`config.mk`:
```
export PLATFORM = sky130hd
export DESIGN_NAME = gpr_file
export DESIGN_NICKNAME = d
export VERILOG_FILES = /design/src/rtl/gpr_pkg.sv /design/src/rtl/gpr_wr_decode.sv /design/src/rtl/gpr_store.sv /design/src/rtl/gpr_rd_port.sv /design/src/rtl/gpr_file.sv
export SDC_FILE = /design/constraint.sdc
export NUM_CORES = 1
export LEC_CHECK = 0
export ABC_CLOCK_PERIOD_IN_PS = 1300
export BUFFER_PORTS_ARGS = -buffer_cell sky130_fd_sc_hd__buf_2
export CAP_MARGIN = 30
export CELL_PAD_IN_SITES_DETAIL_PLACEMENT = 0
export CELL_PAD_IN_SITES_GLOBAL_PLACEMENT = 1
export CORE_MARGIN = 10
export CORE_UTILIZATION = 47
export DETAILED_ROUTE_END_ITERATION = 6
export GPL_ROUTABILITY_DRIVEN = 0
export PLACE_DENSITY_LB_ADDON = 0.2
export SLEW_MARGIN = 5
export SYNTH_ARGS = -nofsm -noshare
export SYNTH_HDL_FRONTEND = slang
export SYNTH_SLANG_ARGS = --single-unit
```
`constraint.sdc`:
```
create_clock -name clk -period 1.3 [get_ports clk]
set_input_delay 0 -clock clk [delete_from_list [all_inputs] [get_ports clk]]
set_output_delay 0 -clock clk [all_outputs]
set_load 0.005 [all_outputs]
```
`src/rtl/gpr_pkg.sv`:
```
package gpr_pkg;

   // write strobes for the two byte lanes of one register
   typedef struct packed {
      logic hi;
      logic lo;
   } lane_we_t;

   typedef enum logic {
      ACC_WORD = 1'b0,
      ACC_BYTE = 1'b1
   } access_e;

endpackage

```
`src/rtl/gpr_wr_decode.sv`:
```
module gpr_wr_decode #(
   parameter int CODE_W = 3
) (
   input  logic                                   en,
   input  gpr_pkg::access_e                       acc,
   input  logic [CODE_W-1:0]                      code,
   output gpr_pkg::lane_we_t [(1<<CODE_W)-1:0]    lane_we
);

   localparam int NREG  = 1 << CODE_W;
   localparam int NHALF = NREG / 2;

   logic word_acc;
   logic byte_hi;
   logic [CODE_W-2:0] byte_idx;

   assign word_acc = (acc == gpr_pkg::ACC_WORD);
   assign byte_hi  = code[CODE_W-1];
   assign byte_idx = code[CODE_W-2:0];

   for (genvar g = 0; g < NREG; g++) begin : g_reg
      localparam logic [CODE_W-1:0] MY_CODE = CODE_W'(g);
      logic word_hit;
      assign word_hit = en & word_acc & (code == MY_CODE);

      if (g < NHALF) begin : g_split
         localparam logic [CODE_W-2:0] MY_SUB = (CODE_W-1)'(g);
         logic byte_hit;
         assign byte_hit   = en & ~word_acc & (byte_idx == MY_SUB);
         assign lane_we[g] = '{hi: word_hit | (byte_hit & byte_hi),
                               lo: word_hit | (byte_hit & ~byte_hi)};
      end else begin : g_whole
         assign lane_we[g] = '{hi: word_hit, lo: word_hit};
      end
   end

endmodule

```
`src/rtl/gpr_store.sv`:
```
module gpr_store #(
   parameter int WORD_W = 16,
   parameter int CODE_W = 3
) (
   input  logic                                        clk,
   input  logic                                        rst,
   input  gpr_pkg::lane_we_t [(1<<CODE_W)-1:0]         lane_we,
   input  logic [WORD_W/2-1:0]                         lo_src,
   input  logic [WORD_W/2-1:0]                         hi_src,
   output logic [(1<<CODE_W)-1:0][WORD_W-1:0]          regs_q
);

   localparam int NREG   = 1 << CODE_W;
   localparam int NHALF  = NREG / 2;
   localparam int BYTE_W = WORD_W / 2;

   for (genvar g = 0; g < NREG; g++) begin : g_reg
      if (g < NHALF) begin : g_split
         logic [BYTE_W-1:0] lo_q;
         logic [BYTE_W-1:0] hi_q;

         always_ff @(posedge clk) begin
            if (rst)                 lo_q <= '0;
            else if (lane_we[g].lo)  lo_q <= lo_src;
         end

         always_ff @(posedge clk) begin
            if (rst)                 hi_q <= '0;
            else if (lane_we[g].hi)  hi_q <= hi_src;
         end

         assign regs_q[g] = {hi_q, lo_q};
      end else begin : g_whole
         logic [WORD_W-1:0] word_q;

         always_ff @(posedge clk) begin
            if (rst)                 word_q <= '0;
            else if (lane_we[g].lo)  word_q <= {hi_src, lo_src};
         end

         assign regs_q[g] = word_q;
      end
   end

endmodule

```
`src/rtl/gpr_rd_port.sv`:
```
module gpr_rd_port #(
   parameter int WORD_W = 16,
   parameter int CODE_W = 3
) (
   input  logic [(1<<CODE_W)-1:0][WORD_W-1:0]   regs,
   input  logic [CODE_W-1:0]                    code,
   input  gpr_pkg::access_e                     acc,
   output logic [WORD_W-1:0]                    data
);

   localparam int BYTE_W = WORD_W / 2;

   logic [CODE_W-1:0] split_idx;
   logic [WORD_W-1:0] split_word;

   assign split_idx  = {1'b0, code[CODE_W-2:0]};
   assign split_word = regs[split_idx];

   always_comb begin
      if (acc == gpr_pkg::ACC_BYTE) begin
         data = '0;
         data[BYTE_W-1:0] = code[CODE_W-1] ? split_word[WORD_W-1:BYTE_W]
                                           : split_word[BYTE_W-1:0];
      end else begin
         data = regs[code];
      end
   end

endmodule

```
`src/rtl/gpr_file.sv`:
```
module gpr_file #(
   parameter int WORD_W = 16,
   parameter int CODE_W = 3
) (
   input  logic                clk,
   input  logic                rst,
   input  logic [CODE_W-1:0]   rd_a_code,
   input  logic                rd_a_byte,
   output logic [WORD_W-1:0]   rd_a_data,
   input  logic [CODE_W-1:0]   rd_b_code,
   input  logic                rd_b_byte,
   output logic [WORD_W-1:0]   rd_b_data,
   input  logic                wr_en,
   input  logic                wr_byte,
   input  logic [CODE_W-1:0]   wr_code,
   input  logic [WORD_W-1:0]   wr_data
);

   localparam int NREG   = 1 << CODE_W;
   localparam int BYTE_W = WORD_W / 2;
   localparam int NRD    = 2;

   if (WORD_W % 2 != 0 || WORD_W < 2) begin : g_bad_width
      $error("gpr_file: WORD_W must be even and at least 2");
   end
   if (CODE_W < 2) begin : g_bad_code
      $error("gpr_file: CODE_W must be at least 2");
   end

   gpr_pkg::lane_we_t [NREG-1:0]     lane_we;
   logic [NREG-1:0][WORD_W-1:0]      regs_q;
   logic [BYTE_W-1:0]                hi_src;
   gpr_pkg::access_e                 wr_acc;

   assign wr_acc = gpr_pkg::access_e'(wr_byte);
   // a byte write into an upper half takes its value from the low data byte
   assign hi_src = wr_byte ? wr_data[BYTE_W-1:0] : wr_data[WORD_W-1:BYTE_W];

   gpr_wr_decode #(.CODE_W(CODE_W)) i_dec (
      .en      (wr_en),
      .acc     (wr_acc),
      .code    (wr_code),
      .lane_we (lane_we)
   );

   gpr_store #(.WORD_W(WORD_W), .CODE_W(CODE_W)) i_store (
      .clk     (clk),
      .rst     (rst),
      .lane_we (lane_we),
      .lo_src  (wr_data[BYTE_W-1:0]),
      .hi_src  (hi_src),
      .regs_q  (regs_q)
   );

   logic [NRD-1:0][CODE_W-1:0] rp_code;
   logic [NRD-1:0]             rp_byte;
   logic [NRD-1:0][WORD_W-1:0] rp_data;

   assign rp_code = {rd_b_code, rd_a_code};
   assign rp_byte = {rd_b_byte, rd_a_byte};
   assign rd_a_data = rp_data[0];
   assign rd_b_data = rp_data[1];

   for (genvar p = 0; p < NRD; p++) begin : g_rd
      gpr_rd_port #(.WORD_W(WORD_W), .CODE_W(CODE_W)) i_port (
         .regs (regs_q),
         .code (rp_code[p]),
         .acc  (gpr_pkg::access_e'(rp_byte[p])),
         .data (rp_data[p])
      );
   end

endmodule

```
# ---- After elaboration in Yosys (flattened, before gate mapping)
# Index checks and enable logic that the tools add are counted.
dict set report totals {
  reg_bits 128
  inputBits 31
  out_inout_bits 32
  wordCells 73
}
dict set report classes {
  order_cmp 4
  eq_ne 10
  mux 13
  n_bitwise 32
  n_reduce_logical 2
}
# op count
set ops {}
lappend ops {{binary-select mux 16 bit (select 3 bit)} 2}
lappend ops {{2-to-1 mux 16 bit} 6}
lappend ops {{binary-select mux 16 bit (select 2 bit)} 2}
lappend ops {{2-to-1 mux 8 bit} 3}
lappend ops {{AND 1 bit} 22}
lappend ops {{== test 3 bit, second input constant} 4}
lappend ops {{< comparator 2 x 4 -> 1 bit, second input constant} 2}
lappend ops {{< comparator 3 x 4 -> 1 bit, second input constant} 2}
lappend ops {{bitwise OR 1 bit} 8}
lappend ops {{== test 3 x 2 -> 1 bit, second input constant} 2}
lappend ops {{== test 2 bit, second input constant} 2}
lappend ops {{== test 3 x 1 -> 1 bit, second input constant} 1}
lappend ops {{zero test 3 bit} 1}
lappend ops {{== test 2 x 1 -> 1 bit, second input constant} 1}
lappend ops {{zero test 2 bit} 1}
lappend ops {{inverter 1 bit} 2}

# ---- Depth between registers and ports, before layout
dict set report depth {
  depth_word 4
  ltp_mapped 6
}

# ---- Hierarchy
# Synthesis repeated with hierarchy kept, for this count alone.
dict set report unflattened {
  hier_cells 709
  area_unflattened_um2 7519.7
}
# mod n_inst cells_each area_each_um2 seq_area_each_um2
set modules_own_cells {}
lappend modules_own_cells {gpr_store 1 430 4712.0 2562.5}
lappend modules_own_cells {gpr_rd_port 2 122 1244.9 0.0}
lappend modules_own_cells {gpr_wr_decode 1 26 186.4 0.0}
lappend modules_own_cells {gpr_file 1 9 131.4 0.0}

# ---- Least setup slack after synthesis
# Ideal clock, no wire load.
dict set report synth_path {
  path_kind {input -> register}
  from {in wr_code[1]}
  to {reg i_store.g_reg[0].g_split.lo_q[0]}
  setup_time_ps 132
  t_arrival_ps 958
  t_required_ps 1168
  slack_ps 210
  stages 5
  n_path_buf 2
  cell_sequence {buf_2 > or4b_1 > clkbuf_1 > nand2_1 > a21oi_1}
}
dict set report synth_via {
  elab_chain_cells 4
  elab_cells_between_ends 6
  classes_between {bitwise: 4; reduce/logical: 2}
}
# element line_no
set synth_rtl {}
lappend synth_rtl {{start, declared} gpr_file.sv:15} ;# input logic [CODE_W-1:0] wr_code,
lappend synth_rtl {{zero test 2 bit} gpr_wr_decode.sv:29} ;# assign byte_hit = en & ~word_acc & (byte_idx == MY_SUB);
lappend synth_rtl {{AND 1 bit} gpr_wr_decode.sv:29}
lappend synth_rtl {{AND 1 bit} gpr_wr_decode.sv:31} ;# lo: word_hit | (byte_hit & ~byte_hi)};
lappend synth_rtl {{bitwise OR 1 bit (*)} gpr_wr_decode.sv:31}
lappend synth_rtl {{end signal, assigned} gpr_store.sv:24} ;# else if (lane_we[g].lo) lo_q <= lo_src;
lappend synth_rtl {{end, declared} gpr_store.sv:19} ;# logic [BYTE_W-1:0] lo_q;
# Every way passes the cells marked *; elsewhere a longest branch is shown, timed or not.
# A chain may end at the register's enable or synchronous reset.

# ---- Final worst setup path
dict set report layout_path {
  from {reg i_store.g_reg[3].g_split.lo_q[1]}
  to {out rd_a_data[1]}
}
dict set report layout_via {
  elab_chain_cells 4
  elab_cells_between_ends 6
  classes_between {mux: 6}
}
# element line_no
set layout_rtl {}
lappend layout_rtl {{start, declared} gpr_store.sv:19}
lappend layout_rtl {{start signal, assigned} gpr_store.sv:24}
lappend layout_rtl {{binary-select mux 16 bit (select 2 bit)} gpr_rd_port.sv:17} ;# assign split_word = regs[split_idx];
lappend layout_rtl {{2-to-1 mux 16 bit (not written as such)} gpr_rd_port.sv:17}
lappend layout_rtl {{2-to-1 mux 8 bit} gpr_rd_port.sv:22} ;# data[BYTE_W-1:0] = code[CODE_W-1] ? split_word[WORD_W-1:BYTE_W]
lappend layout_rtl {{2-to-1 mux 16 bit (*)} gpr_rd_port.sv:20} ;# if (acc == gpr_pkg::ACC_BYTE) begin
lappend layout_rtl {{end, declared} gpr_file.sv:9} ;# output logic [WORD_W-1:0] rd_a_data,
# Every way passes the cells marked *; elsewhere a longest branch is shown, timed or not. The select of a mux whose other input is x is not followed.

==> qor.json <==
{
  "run_status": "finished with violations",
  "failed_checks": "negative setup slack",
  "cts_tree": "built",
  "synth_area_um2": 7580,
  "drt-wirelength-per-cell_um": 24.6,
  "final_period_minus_worst_setup_slack_ns": 1.76,
  "reg2reg_from": "i_store.g_reg[2].g_split.hi_q[2]",
  "diodes": 0,
  "synthTopCellsByCount": "dfxtp_1, mux2i_1, nor3_1",
  "netlist-cell-type-count": 38,
  "post-synth-top-count-cell": "dfxtp_1",
  "total_half_perimeter_wirelength_after_legalization_and_detailed_placement_mm": 19.7,
  "die-area_um2": 21600,
  "yosysWarnings": 0,
  "initial_core_util_pct": 47.9,
  "post-route-util_pct": 61.6,
  "netlist_instances": 844,
  "violation_count_after_the_first_detailed_route_iteration": 888,
  "maxClockFrequency_mhz": 567,
  "cts_inserted_buffers": 17,
  "fin_worst_skew_ns": 0,
  "required_ns": 1.30,
  "timing.final.max_slew_violations": 0,
  "clockPowerShare_pct": 44.4,
  "drtAntennaViolNets": 0,
  "critical_path_source_type": "register",
  "layout_setup_ws_ns": -0.462,
  "share_seq_of_total_power_pct": 38.5,
  "crit_cells": 4,
  "timing.critical_path.to_type": "primary output",
  "vdd_drop_max_mv": 0.957,
  "routed_wl_mm": 28.3,
  "netSwitchingPower_mw": 3.01,
  "setup_viol": 32,
  "grt_remaining_overflow": 0,
  "num-nets-final": 952,
  "synth_async_sr_flop_share_pct": 0,
  "cts_buffer_depth": 2,
  "detailed_route_via_count": 7533,
  "criticalPathCategory": "register to primary output",
  "crit_path_max_fanout": 3,
  "antenna_found_initial": 0,
  "critical_path.startpoint": "i_store.g_reg[3].g_split.lo_q[1]",
  "maxCapViolations": 0,
  "cts_sinks": 128,
  "synth.net_count": 875,
  "worst_hold_path_cells": 4,
  "placed_cells": 1107,
  "avgSynthCellArea_um2": 8.98,
  "clk_root_buffer_cell": "clkbuf_16",
  "report.final.hold_viol_count": 0,
  "grt_setup_unrepaired": "yes",
  "drc": 0,
  "cpMaxStageDelayCell": "mux4_2",
  "dieHeight_um": 147,
  "portBuffers": 62,
  "cts_htree_levels": 4,
  "power_share_of_the_combinational_group_pct": 17.0,
  "power_per_cell_area_nw_per_um2": 1090,
  "p_leak_nw": 3.43,
  "rows": 46,
  "yosys_most_used_dff": "dfxtp_1",
  "chipWidth_um": 147,
  "core_region_area_um2": 15800,
  "number_of_flops_mapped_to_enable_cells_by_yosys": 0,
  "final_min_period_over_clock_period_pct": 136,
  "synth_top_cell_area_share_pct": 33.8,
  "crit_family": "multiplexers",
  "regToRegEndpoint": "i_store.g_reg[2].g_split.hi_q[2]",
  "worst_setup_hold_path_clk_slew_ns": 0.06,
  "holdPathEnd": "i_store.g_reg[3].g_split.lo_q[2]",
  "min_from": "wr_data[2]",
  "relSlewSlack_pct": 60.5,
  "detailed_place.area_um2": 8610,
  "clock_latency_ns": 0.42,
  "dr.pass1.iters": 6,
  "p_int_mw": 7.65,
  "areaGrowthSynthToFinish_pct": 28.7,
  "cp_num_buf_inv": 1,
  "worst-slew-pin-transition_ns": 0.591,
  "grt_pass1_vias": 7313,
  "pin_count": 63,
  "gr-usage-all-layers_pct": 25.5,
  "hold_class": "input port to register",
  "post_route_cells_drive_above_1_share_pct": 38.5,
  "synth_area_leader_cell": "dfxtp_1",
  "synth-seq-cells": 128,
  "r2r_slack_ns": 0.37,
  "first_pass_grt_wire_length_mm": 43.2,
  "synth_sequential_area_ratio_pct": 33.8,
  "p_sw_share_pct": 28.3,
  "ys_top_cells_by_area": "dfxtp_1, mux2i_1, mux4_2",
  "slowest_delay_ns": 0.49,
  "setup_tns_ns": -11.67,
  "cp_data_arrival_time_ns": 1.76,
  "whs_ns": 0.0226,
  "grt_max_degree": 65,
  "stdcell_area_um2": 9760,
  "vias_per_cell": 6.55,
  "critical_path.cell_chain": "mux4_2 -> nor2b_1 -> a31o_1 -> buf_2",
  "layout.cells.non_filler": 1150,
  "path_depth_of_the_worst_reg2reg_path": 4
}
## worst max path at each step
| stage | end | slack, ns |
|---|---|---|
| 3_5_place_dp | rd_b_data[1] | -0.18 |
| 5_1_grt | rd_a_data[2] | -0.50 |
| 2_1_floorplan | i_store.g_reg[0].g_split.lo_q[0] | 0.21 |
| 6_report | rd_a_data[1] | -0.46 |
| 3_3_place_gp | rd_b_data[1] | -0.17 |
| 4_1_cts | rd_a_data[2] | -0.46 |
## routing by layer
metal | vias up | share of wire (%) | GRT usage [%]
li1 | 3343 | - | -
met1 | 3698 | 40 | 31.8
met2 | 419 | 47 | 40.0
met3 | 73 | 9.1 | 7.09
met4 | 0 | 4.1 | 11.8
met5 | - | 0 | 0
## repair_timing
item	in CTS	in global routing
pin swaps	3	5
hold buffers	3	0
buffers inserted	3	5
resized for setup	118	42
endpoints found under the hold margin	16	0
endpoints found under the setup margin	32	32
## placed cells by master, fill, tap and decap left out, types with 24 or more instances in the layout
cell type,n
nor2_1,24
nor4_1,32
o21ai_1,28
mux2i_1,82
dfxtp_2,57
nand3_1,32
dfxtp_1,57
buf_12,24
a21oi_1,80
buf_2,61
a22oi_1,32
buf_4,74
mux4_2,32
nand2_1,33
a31oi_1,32
nor3_1,96
## layout make-up
cell class / instances / area, um2
repair buffers: 164 / 1390
fillers: 1325 / 6070
flip-flops and latches: 128 / 2690
multi-input cells: 608 / 4820
inverters: 2 / 7.51
clock buffers: 19 / 443
clock inverters: 13 / 138
well taps: 216 / 270
## state kept, by name, indices dropped and copies added (netlist names)
signal,count
i_store.g.g_whole.word_q,64
i_store.g.g_split.hi_q,32
i_store.g.g_split.lo_q,32
## power groups by stage
| stage | sequential (mW) | clock (mW) | combinational, mW |
|---|---|---|---|
| 3_5_place_dp | 4.17 | 0 | 1.68 |
| 2_1_floorplan | 4.15 | 0 | 1.01 |
| 5_1_grt | 4.12 | 4.97 | 1.90 |
| 3_3_place_gp | 4.17 | 0 | 1.65 |
| 6_report | 4.11 | 4.74 | 1.82 |
| 4_1_cts | 4.11 | 4.76 | 1.75 |
## cell families (layout without fill, tap and decap cells)
family | after synthesis | count (layout) | synth area share [%]
flip-flops | 128 | 128 | 33.8
multiplexers | 152 | 152 | 25.5
AO/OA/AOI/OAI | 192 | 192 | 15.1
buffers and inverters | 108 | 198 | 7.25
XOR/XNOR | 2 | 2 | 0.330
AND/OR/NAND/NOR | 262 | 262 | 18.1
## worst reg2reg max path, cell delays in order, from the launching register on
cell     delay, ns
dfxtp_2       0.34
buf_4         0.13
buf_4         0.12
a31oi_1       0.14
nor3_1        0.07
## through the flow
| step | total power, mW | setup WS [ns] |
|---|---|---|
| global route | 11.0 | -0.504 |
| detailed placement | 5.85 | -0.184 |
| CTS | 10.6 | -0.461 |
| floorplan | 5.17 | 0.210 |
| global placement | 5.82 | -0.173 |
| finish | 10.7 | -0.462 |
Power figures use the tool's default switching activity.
